### config.mk
export PLATFORM = sky130hd
export DESIGN_NAME = dma_burst_swap
export DESIGN_NICKNAME = d
export VERILOG_FILES = /design/src/rtl/dbs_pkg.sv /design/src/rtl/dbs_byte_swap.sv /design/src/rtl/dbs_burst_planner.sv /design/src/rtl/dbs_beat_counter.sv /design/src/rtl/dbs_irq_status.sv /design/src/rtl/dma_burst_swap.sv
export SDC_FILE = /design/constraint.sdc
export NUM_CORES = 1
export LEC_CHECK = 0
export ABC_AREA = 1
export BUFFER_PORTS_ARGS = -buffer_cell sky130_fd_sc_hd__buf_2
export CORE_UTILIZATION = 25
export DETAILED_ROUTE_END_ITERATION = 8
export PLACE_DENSITY = 0.52
export SLEW_MARGIN = 20
export SYNTH_ARGS = -nofsm -noshare
export SYNTH_HDL_FRONTEND = slang
export SYNTH_SLANG_ARGS = --single-unit
### constraint.sdc
create_clock -name clk -period 3 [get_ports clk]
set_input_delay 0.15 -clock clk [delete_from_list [all_inputs] [get_ports clk]]
set_output_delay 0.15 -clock clk [all_outputs]
set_load 0.005 [all_outputs]
### src/rtl/dbs_pkg.sv
package dbs_pkg;

    parameter int CNT_W  = 16;
    parameter int LEN_W  = 5;
    parameter int WORD_W = 32;
    localparam int BYTE_N = WORD_W / 8;
    localparam int LANE_W = $clog2(BYTE_N);

    typedef enum logic [1:0] {
        BC_SINGLE = 2'd0,
        BC_B4     = 2'd1,
        BC_B8     = 2'd2,
        BC_B16    = 2'd3
    } burst_code_e;

    typedef enum logic [1:0] {
        SW_KEEP = 2'd0,
        SW_REV  = 2'd1,
        SW_HALF = 2'd2,
        SW_PAIR = 2'd3
    } swap_e;

    typedef enum logic [1:0] {
        ST_IDLE = 2'd0,
        ST_REQ  = 2'd1,
        ST_DATA = 2'd2,
        ST_FIN  = 2'd3
    } state_e;

    typedef struct packed {
        burst_code_e        burst;
        swap_e              swap;
        logic               irq_en;
        logic [CNT_W-1:0]   count;
    } cfg_t;

    // Beat length of a burst code.
    function automatic logic [LEN_W-1:0] code_len(burst_code_e c);
        case (c)
            BC_SINGLE: code_len = LEN_W'(1);
            BC_B4:     code_len = LEN_W'(4);
            BC_B8:     code_len = LEN_W'(8);
            default:   code_len = LEN_W'(16);
        endcase
    endfunction

    // Largest code length not above the cap nor the remaining count.
    function automatic logic [LEN_W-1:0] pick_len(burst_code_e cap_code,
                                                  logic [CNT_W-1:0] rem);
        logic [LEN_W-1:0] cap;
        logic [LEN_W-1:0] cand;
        cap      = code_len(cap_code);
        pick_len = LEN_W'(1);
        for (int i = 0; i < 4; i++) begin
            cand = code_len(burst_code_e'(2'(i)));
            if (cand <= cap && rem >= CNT_W'(cand))
                pick_len = cand;
        end
    endfunction

    // Source lane for output lane k: each mode is an XOR of the lane index.
    function automatic logic [LANE_W-1:0] lane_mask(swap_e m);
        case (m)
            SW_KEEP: lane_mask = LANE_W'(0);
            SW_REV:  lane_mask = LANE_W'(3);
            SW_HALF: lane_mask = LANE_W'(2);
            default: lane_mask = LANE_W'(1);
        endcase
    endfunction

endpackage

### src/rtl/dbs_byte_swap.sv
module dbs_byte_swap
    import dbs_pkg::*;
(
    input  swap_e              mode,
    input  logic [WORD_W-1:0]  din,
    output logic [WORD_W-1:0]  dout
);

    logic [LANE_W-1:0] mask;
    assign mask = lane_mask(mode);

    for (genvar k = 0; k < BYTE_N; k++) begin : g_lane
        logic [LANE_W-1:0] src;
        assign src = LANE_W'(k) ^ mask;
        assign dout[k*8 +: 8] = din[src*8 +: 8];
    end

endmodule

### src/rtl/dbs_burst_planner.sv
module dbs_burst_planner
    import dbs_pkg::*;
(
    input  logic              clk,
    input  logic              rst,
    input  logic              start,
    input  cfg_t              cfg_in,
    input  logic              burst_last,
    output logic              busy,
    output logic              burst_req,
    output logic [LEN_W-1:0]  burst_len,
    output logic              data_phase,
    output logic              done,
    output swap_e             swap_mode,
    output logic              irq_en
);

    state_e             state_q;
    cfg_t               cfg_q;
    logic [CNT_W-1:0]   rem_q;

    assign burst_len  = pick_len(cfg_q.burst, rem_q);
    assign burst_req  = (state_q == ST_REQ);
    assign data_phase = (state_q == ST_DATA);
    assign done       = (state_q == ST_FIN);
    assign busy       = (state_q != ST_IDLE);
    assign swap_mode  = cfg_q.swap;
    assign irq_en     = cfg_q.irq_en;

    always_ff @(posedge clk) begin
        if (rst) begin
            state_q <= ST_IDLE;
            cfg_q   <= '0;
            rem_q   <= '0;
        end else begin
            case (state_q)
                ST_IDLE: begin
                    if (start) begin
                        cfg_q   <= cfg_in;
                        rem_q   <= cfg_in.count;
                        state_q <= (cfg_in.count == '0) ? ST_FIN : ST_REQ;
                    end
                end
                ST_REQ: begin
                    rem_q   <= rem_q - CNT_W'(burst_len);
                    state_q <= ST_DATA;
                end
                ST_DATA: begin
                    if (burst_last)
                        state_q <= (rem_q == '0) ? ST_FIN : ST_REQ;
                end
                default: state_q <= ST_IDLE;
            endcase
        end
    end

endmodule

### src/rtl/dbs_beat_counter.sv
module dbs_beat_counter
    import dbs_pkg::*;
(
    input  logic              clk,
    input  logic              rst,
    input  logic              load,
    input  logic [LEN_W-1:0]  load_len,
    input  logic              fire,
    output logic              last
);

    logic [LEN_W-1:0] left_q;

    assign last = fire && (left_q == LEN_W'(1));

    always_ff @(posedge clk) begin
        if (rst)
            left_q <= '0;
        else if (load)
            left_q <= load_len;
        else if (fire && left_q != '0)
            left_q <= left_q - LEN_W'(1);
    end

endmodule

### src/rtl/dbs_irq_status.sv
module dbs_irq_status (
    input  logic clk,
    input  logic rst,
    input  logic set,
    input  logic clr,
    output logic flag
);

    always_ff @(posedge clk) begin
        if (rst)
            flag <= 1'b0;
        else if (clr)
            flag <= 1'b0;
        else if (set)
            flag <= 1'b1;
    end

endmodule

### src/rtl/dma_burst_swap.sv
module dma_burst_swap
    import dbs_pkg::*;
(
    input  logic              clk,
    input  logic              rst,
    input  logic              start,
    input  logic [1:0]        cfg_burst,
    input  logic [15:0]       cfg_count,
    input  logic [1:0]        cfg_swap,
    input  logic              cfg_irq_en,
    input  logic [31:0]       rd_data,
    input  logic              rd_valid,
    output logic              rd_ready,
    output logic [31:0]       wr_data,
    output logic              wr_valid,
    input  logic              wr_ready,
    output logic              burst_req,
    output logic [4:0]        burst_len,
    output logic              done,
    input  logic              irq_clr,
    output logic              irq_flag
);

    cfg_t   cfg_in;
    logic   busy;
    logic   data_phase;
    logic   fire;
    logic   burst_last;
    swap_e  swap_mode;
    logic   irq_en;

    assign cfg_in.burst  = burst_code_e'(cfg_burst);
    assign cfg_in.swap   = swap_e'(cfg_swap);
    assign cfg_in.irq_en = cfg_irq_en;
    assign cfg_in.count  = cfg_count;

    assign fire     = data_phase && rd_valid && wr_ready;
    assign rd_ready = data_phase && wr_ready;
    assign wr_valid = data_phase && rd_valid;

    dbs_burst_planner planner_i (
        .clk        (clk),
        .rst        (rst),
        .start      (start),
        .cfg_in     (cfg_in),
        .burst_last (burst_last),
        .busy       (busy),
        .burst_req  (burst_req),
        .burst_len  (burst_len),
        .data_phase (data_phase),
        .done       (done),
        .swap_mode  (swap_mode),
        .irq_en     (irq_en)
    );

    dbs_beat_counter beats_i (
        .clk      (clk),
        .rst      (rst),
        .load     (burst_req),
        .load_len (burst_len),
        .fire     (fire),
        .last     (burst_last)
    );

    dbs_byte_swap swap_i (
        .mode (swap_mode),
        .din  (rd_data),
        .dout (wr_data)
    );

    dbs_irq_status irq_i (
        .clk  (clk),
        .rst  (rst),
        .set  (done && irq_en),
        .clr  (irq_clr),
        .flag (irq_flag)
    );

endmodule

==> run metrics, run 1 <==
normalized max-slew margin=45.09%; placed insts=737; Finished Core Util=32.68%; initial antenna violation count=0; Post-synth EDFFs=0; RSZ-0062 raised after global routing=no; Post-Layout Inst Area=3590 um^2; worst slew pin tran=822.8 ps; Critical Path RT=3170 ps; sequential fraction of the synthesis area=20.27%; die height=109.0 um; Critical Path AT=2780 ps; DIE AREA=11890 um^2; CTS tree=yes; total gr overflow=0; Min-Delay Startpoint=irq_clr; die width=109.0 um; # fillers=1264; post_cts resized=0; path depth of the worst reg2reg path=19; Max IR drop VDD=0.0003150 V; Critical path origin=planner_i.rem_q[12]; final wirelength=8.772 mm; final setup fails=0; Core Rows=38; top-area cell type share of the netlist area=20.27%; FF-to-FF setup slack=400 ps; Crit Path Class=register to register; Placer Congestion=0.8592; TNS Setup=0 ps; pre-CTS setup slack=429.8 ps; Post-Layout Cell Count=745; DR iter-0 viols=227; share of layout cells above drive strength 1=22.31%; #FFs+latches synth=29; max frequency=384.0 MHz; drt first pass iters=4; clock buffers created by TritonCTS=5; crit path to=planner_i.rem_q[7]; I/O Buffers=99; Multi-input gate area=1837 um^2; Vias=3451; Cell Pwr Density=623.7 nW/um^2; max_cap viols=0; DP Area=3447 um^2; hold_ws=32.74 ps; clk buf depth=2; crit path time final=2604 ps; Post-route DRC=0; crit-path max FO=5; Slew Limit Fails=0; hold crit path type=primary input to register; first-pass GRT wire length=14.60 mm; vias in the first global route=3189; Yosys warnings=0; core area=10980 um^2; post-DP HPWL=6.834 mm; post-route ant nets=0; nets@finish=673; Async SR Flop Fraction=0%; CTS Hold Buffers Added=0; Synth area leaders=dfxtp_1 (20%), nand2_1 (17%), inv_1 (9.3%), nor2_1 (8.9%), o21ai_0 (7.7%); CTS sink cnt=29; Worst Skew=3.809 ps; RR Startpoint=planner_i.rem_q[12]; vias per cell=4.632; most instantiated cells after synthesis=nand2_1 (126), inv_1 (71), nor2_1 (68), o21ai_0 (44), a21oi_1 (36); Yosys top cell by area=dfxtp_1; syn nets=584; setup bufs post-CTS=0; Mapped Area=2864 um^2; Clock Latency Late Sink=280 ps; H-Tree Depth=2; Yosys cell types=37; Reg area=580.6 um^2; crit path launch type=register; io pins=101; count leader, synth=nand2_1; Final Hold Fails=0; CTS root buffer=clkbuf_16; Final Cycle Share=86.81%; Initial Util=26.08%; status=complete, no violations; R2R Path End=planner_i.rem_q[7]; Syn-to-layout area delta=25.34%; Lkg Pwr=1.883 nW; diode count=0; Pwr Total=2.239 mW; Main synth FF type=dfxtp_1; cells after synthesis=515; CTS clock-pin slew for the worst setup and hold paths=50 ps; Final WS setup=395.7 ps; synthesized area per cell=5.561 um^2; WL per Instance=11.77 um; largest net degree at the start of global routing=39; element type at the critical path end=register; GRT Overall Usage=15.47%
[flip-flops by register name, summed over array words and instances (netlist names)]
register,cells
planner_i.irq_en,1
planner_i.state_q,2
planner_i.rem_q,16
planner_i.cfg_q,2
beats_i.left_q,5
planner_i.swap_mode,2
irq_i.flag,1
[critical path, stage by stage, from the launching register on]
cell	delay, ps
dfxtp_1	350
nor2_1	210
nand2_1	110
nor2_1	150
nand3_1	100
nand2_1	70
nor2_1	80
nor2_2	130
inv_1	60
ha_1	350
nand2_1	140
inv_2	50
a21oi_2	190
nand2_1	130
inv_2	100
nand3_1	70
nand2_1	70
nand3_1	60
nand2_1	60
inv_1	40
[placed cells by master (no fill, tap or decap), drive strengths merged]
cell type | netlist | final
o22ai | 3 | 3
conb | 1 | 1
xor2 | 3 | 3
a21oi | 37 | 37
o21ai | 64 | 64
dfxtp | 29 | 29
a21boi | 1 | 1
bufinv | 1 | 1
nor4 | 1 | 1
clkinv | 0 | 2
nor3 | 7 | 7
nand3 | 31 | 31
nand3b | 3 | 3
nand4 | 7 | 7
clkbuf | 10 | 5
o221ai | 1 | 1
inv | 83 | 83
a31oi | 1 | 1
a211oi | 5 | 5
o211ai | 1 | 1
or2 | 2 | 2
ha | 10 | 10
buf | 11 | 103
nor2 | 73 | 73
clkinvlp | 0 | 1
nand2 | 130 | 130
[cell type report]
cell class	count	area share, %
repair buffers	103	14.64
clock inverters	3	0.4880
multi-input cells	381	51.17
well taps	140	4.880
inverters	84	9.167
clock buffers	5	3.486
flip-flops and latches	29	16.17
[power breakdown]
group | total [mW] | internal [mW] | leakage [nW] | switching, mW
Sequential | 0.510 | 0.447 | 0.239 | 0.0629
Clock | 0.492 | 0.304 | 0.0696 | 0.188
Combinational | 1.24 | 0.455 | 1.57 | 0.783
Total | 2.24 | 1.21 | 1.88 | 1.03
[metal layers]
| layer | wire length (um) | GRT usage, % | up-vias |
|---|---|---|---|
| met5 | 0 | 0 | - |
| met1 | 3894 | 18.11 | 1515 |
| met2 | 4100 | 28.30 | 113 |
| li1 | - | - | 1821 |
| met3 | 737 | 2.989 | 2 |
| met4 | 40 | 4.344 | 0 |
[how the worst min path moves through the flow]
stage,end,slack [ps],cells past startpoint
after global routing,irq_i.flag,40,2
final,irq_i.flag,30,2
after global placement,irq_i.flag,320,2
after detailed placement,irq_i.flag,330,2
after floorplan,irq_i.flag,230,1
after CTS,irq_i.flag,30,2
[cells by family after synthesis]
family | synth area share [%]
flip-flops | 20.27
AO/OA/AOI/OAI | 20.80
adder cells (fa/ha/maj) | 4.369
XOR/XNOR | 0.9176
other | 0.1309
AND/OR/NAND/NOR | 37.92
buffers and inverters | 15.60
Power figures use the tool's default switching activity.
==> run 2, diff against run 1 <==
--- a/config.mk
+++ b/config.mk
@@ -10,6 +10,7 @@
 export CORE_UTILIZATION = 25
 export DETAILED_ROUTE_END_ITERATION = 8
 export PLACE_DENSITY = 0.52
+export REMOVE_ABC_BUFFERS = 1
 export SLEW_MARGIN = 20
 export SYNTH_ARGS = -nofsm -noshare
 export SYNTH_HDL_FRONTEND = slang
==> run 2 against run 1 <==
Clock-buffer cell count increased by 2. Cell count rose by 0.13%. Flip-flop and latch count stayed put. Cell area rose by 1.0%. Register-to-register slack worse by 20 ps. Power up 4.2%. Utilization increased by 0.34 points. Critical endpoint unchanged. Largest power group unchanged.
==> run metrics, run 2 (synthesis gave the netlist of run 1 again) <==
status=complete, no violations; Critical Path AT=2790 ps; share of layout cells above drive strength 1=22.28%; vias per cell=4.543; CTS Hold Buffers Added=0; worst slew pin tran=800.4 ps; RSZ-0062 raised after global routing=no; Syn-to-layout area delta=26.65%; initial antenna violation count=0; DR iter-0 viols=175; hold crit path type=primary input to register; Post-route DRC=0; Placer Congestion=0.8646; post_cts resized=0; crit path launch type=register; CTS sink cnt=29; Final Cycle Share=87.43%; DIE AREA=11890 um^2; Critical path origin=planner_i.rem_q[12]; met3 Track Usage GR=2.092%; setup bufs post-CTS=0; largest net degree at the start of global routing=39; FF-to-FF setup slack=380 ps; Cell Pwr Density=643.0 nW/um^2; element type at the critical path end=register; Crit Path Class=register to register; switching power=1.011 mW; die width=109.0 um; io pins=101; nets@finish=674; Final Hold Fails=0; Core Rows=38; hold_ws=38.97 ps; # fillers=1229; vias in the first global route=3004; Sw Share=43.37%; busiest grt layer=met2; commonest non-fill, non-tap cell in the layout=nand2_1; GR Util met2=24.93%; H-Tree Depth=2; post-route ant nets=0; total gr overflow=0; core area=10980 um^2; TNS Setup=0 ps; commonest non-fill, non-tap cells in the layout=nand2_1 (126), buf_2 (99), inv_1 (71), nor2_1 (68), o21ai_0 (44); DP Area=3455 um^2; normalized max-slew margin=46.58%; Clock power frac=25.1%; Lkg Pwr=1.902 nW; max frequency=381.3 MHz; met1 GRT Util=19.24%; diode count=0; crit path time final=2623 ps; Vias=3389; Initial Util=26.08%; Post-Layout Inst Area=3627 um^2; Clock Latency Late Sink=270 ps; Min-Delay Startpoint=irq_clr; CTS root buffer=clkbuf_16; crit-path max FO=6; GRT Overall Usage=14.70%; share of total power in sequential cells=21.9%; CTS clock-pin slew for the worst setup and hold paths=50 ps; I/O Buffers=99; Slew Limit Fails=0; Post-Layout Cell Count=746; combinational fraction of design power=53.0%; placed insts=738; post-DP HPWL=6.713 mm; cell-internal power=1.321 mW; Max IR drop VDD=0.0002840 V; clock buffers created by TritonCTS=5; first-pass GRT wire length=13.85 mm; most flop-heavy register=planner_i.rem_q; clk buf depth=2; final wirelength=8.612 mm; die height=109.0 um; max reg flops=16; CTS tree=yes; final setup fails=0; WL per Instance=11.54 um; RR Startpoint=planner_i.rem_q[12]; Critical Path RT=3170 ps; max_cap viols=0; drt first pass iters=4; Top Registers=planner_i.rem_q (16), beats_i.left_q (5); Worst Skew=3.242 ps
-- run 2: cell count changes in the layout (fill, tap and decap cells not counted) --
cell,previous run,this run
clkinv_2,2,0
clkbuf_1,0,1
clkbuf_8,0,1
buf_4,4,5
clkinvlp_4,1,0
bufinv_16,0,1
-- run 2: path summary, 6_finish.rpt --
check | depth (start not counted) | end
max | 17 | planner_i.rem_q[7]
min | 2 | irq_i.flag
max reg2reg | 17 | planner_i.rem_q[7]
min reg2reg | 2 | irq_i.flag
-- run 2: worst max-delay path: stages (launching register included) --
cell,delay [ps]
dfxtp_1,340
nor2_1,200
nand2_1,100
nor3_1,330
nand2_1,100
nand2_1,130
nand2_1,90
ha_1,370
nand2_1,90
nand2_1,60
a21oi_2,210
nand2_1,110
inv_2,90
nand3_1,70
nand2_1,70
nand3_1,60
nand2_1,60
inv_1,50
-- run 2: per-stage QoR --
| step | utilization [%] | worst slack [ps] | power, mW |
|---|---|---|---|
| after global placement | 31.45 | 445.7 | 1.744 |
| after global routing | 33.03 | 65.51 | 2.563 |
| after CTS | 33.03 | 384.7 | 2.349 |
| final | 33.03 | 377.1 | 2.332 |
| after floorplan | - | 588.2 | 1.338 |
| after detailed placement | 31.45 | 412.7 | 1.748 |
-- run 2: power groups by stage --
stage          combinational, mW  clock [mW]  sequential [mW]
2_1_floorplan              0.826           0            0.512
3_3_place_gp                1.23           0            0.516
3_5_place_dp                1.23           0            0.516
4_1_cts                     1.24       0.602            0.509
5_1_grt                     1.42       0.623            0.520
6_report                    1.24       0.586            0.511
-- run 2: layout make-up --
cell class | instances | area [um^2] | area share [%]
clock inverters | 1 | 30.03 | 0.8279
flip-flops and latches | 29 | 580.6 | 16.01
well taps | 140 | 175.2 | 4.829
repair buffers | 104 | 533.0 | 14.69
inverters | 84 | 329.1 | 9.072
multi-input cells | 381 | 1837 | 50.64
clock buffers | 7 | 142.6 | 3.932
-- run 2: metal layers --
metal | vias to the layer above | routed length, um
met1 | 1472 | 4236
li1 | 1821 | -
met2 | 87 | 3863
met4 | 0 | 97
met3 | 9 | 415
met5 | - | 0
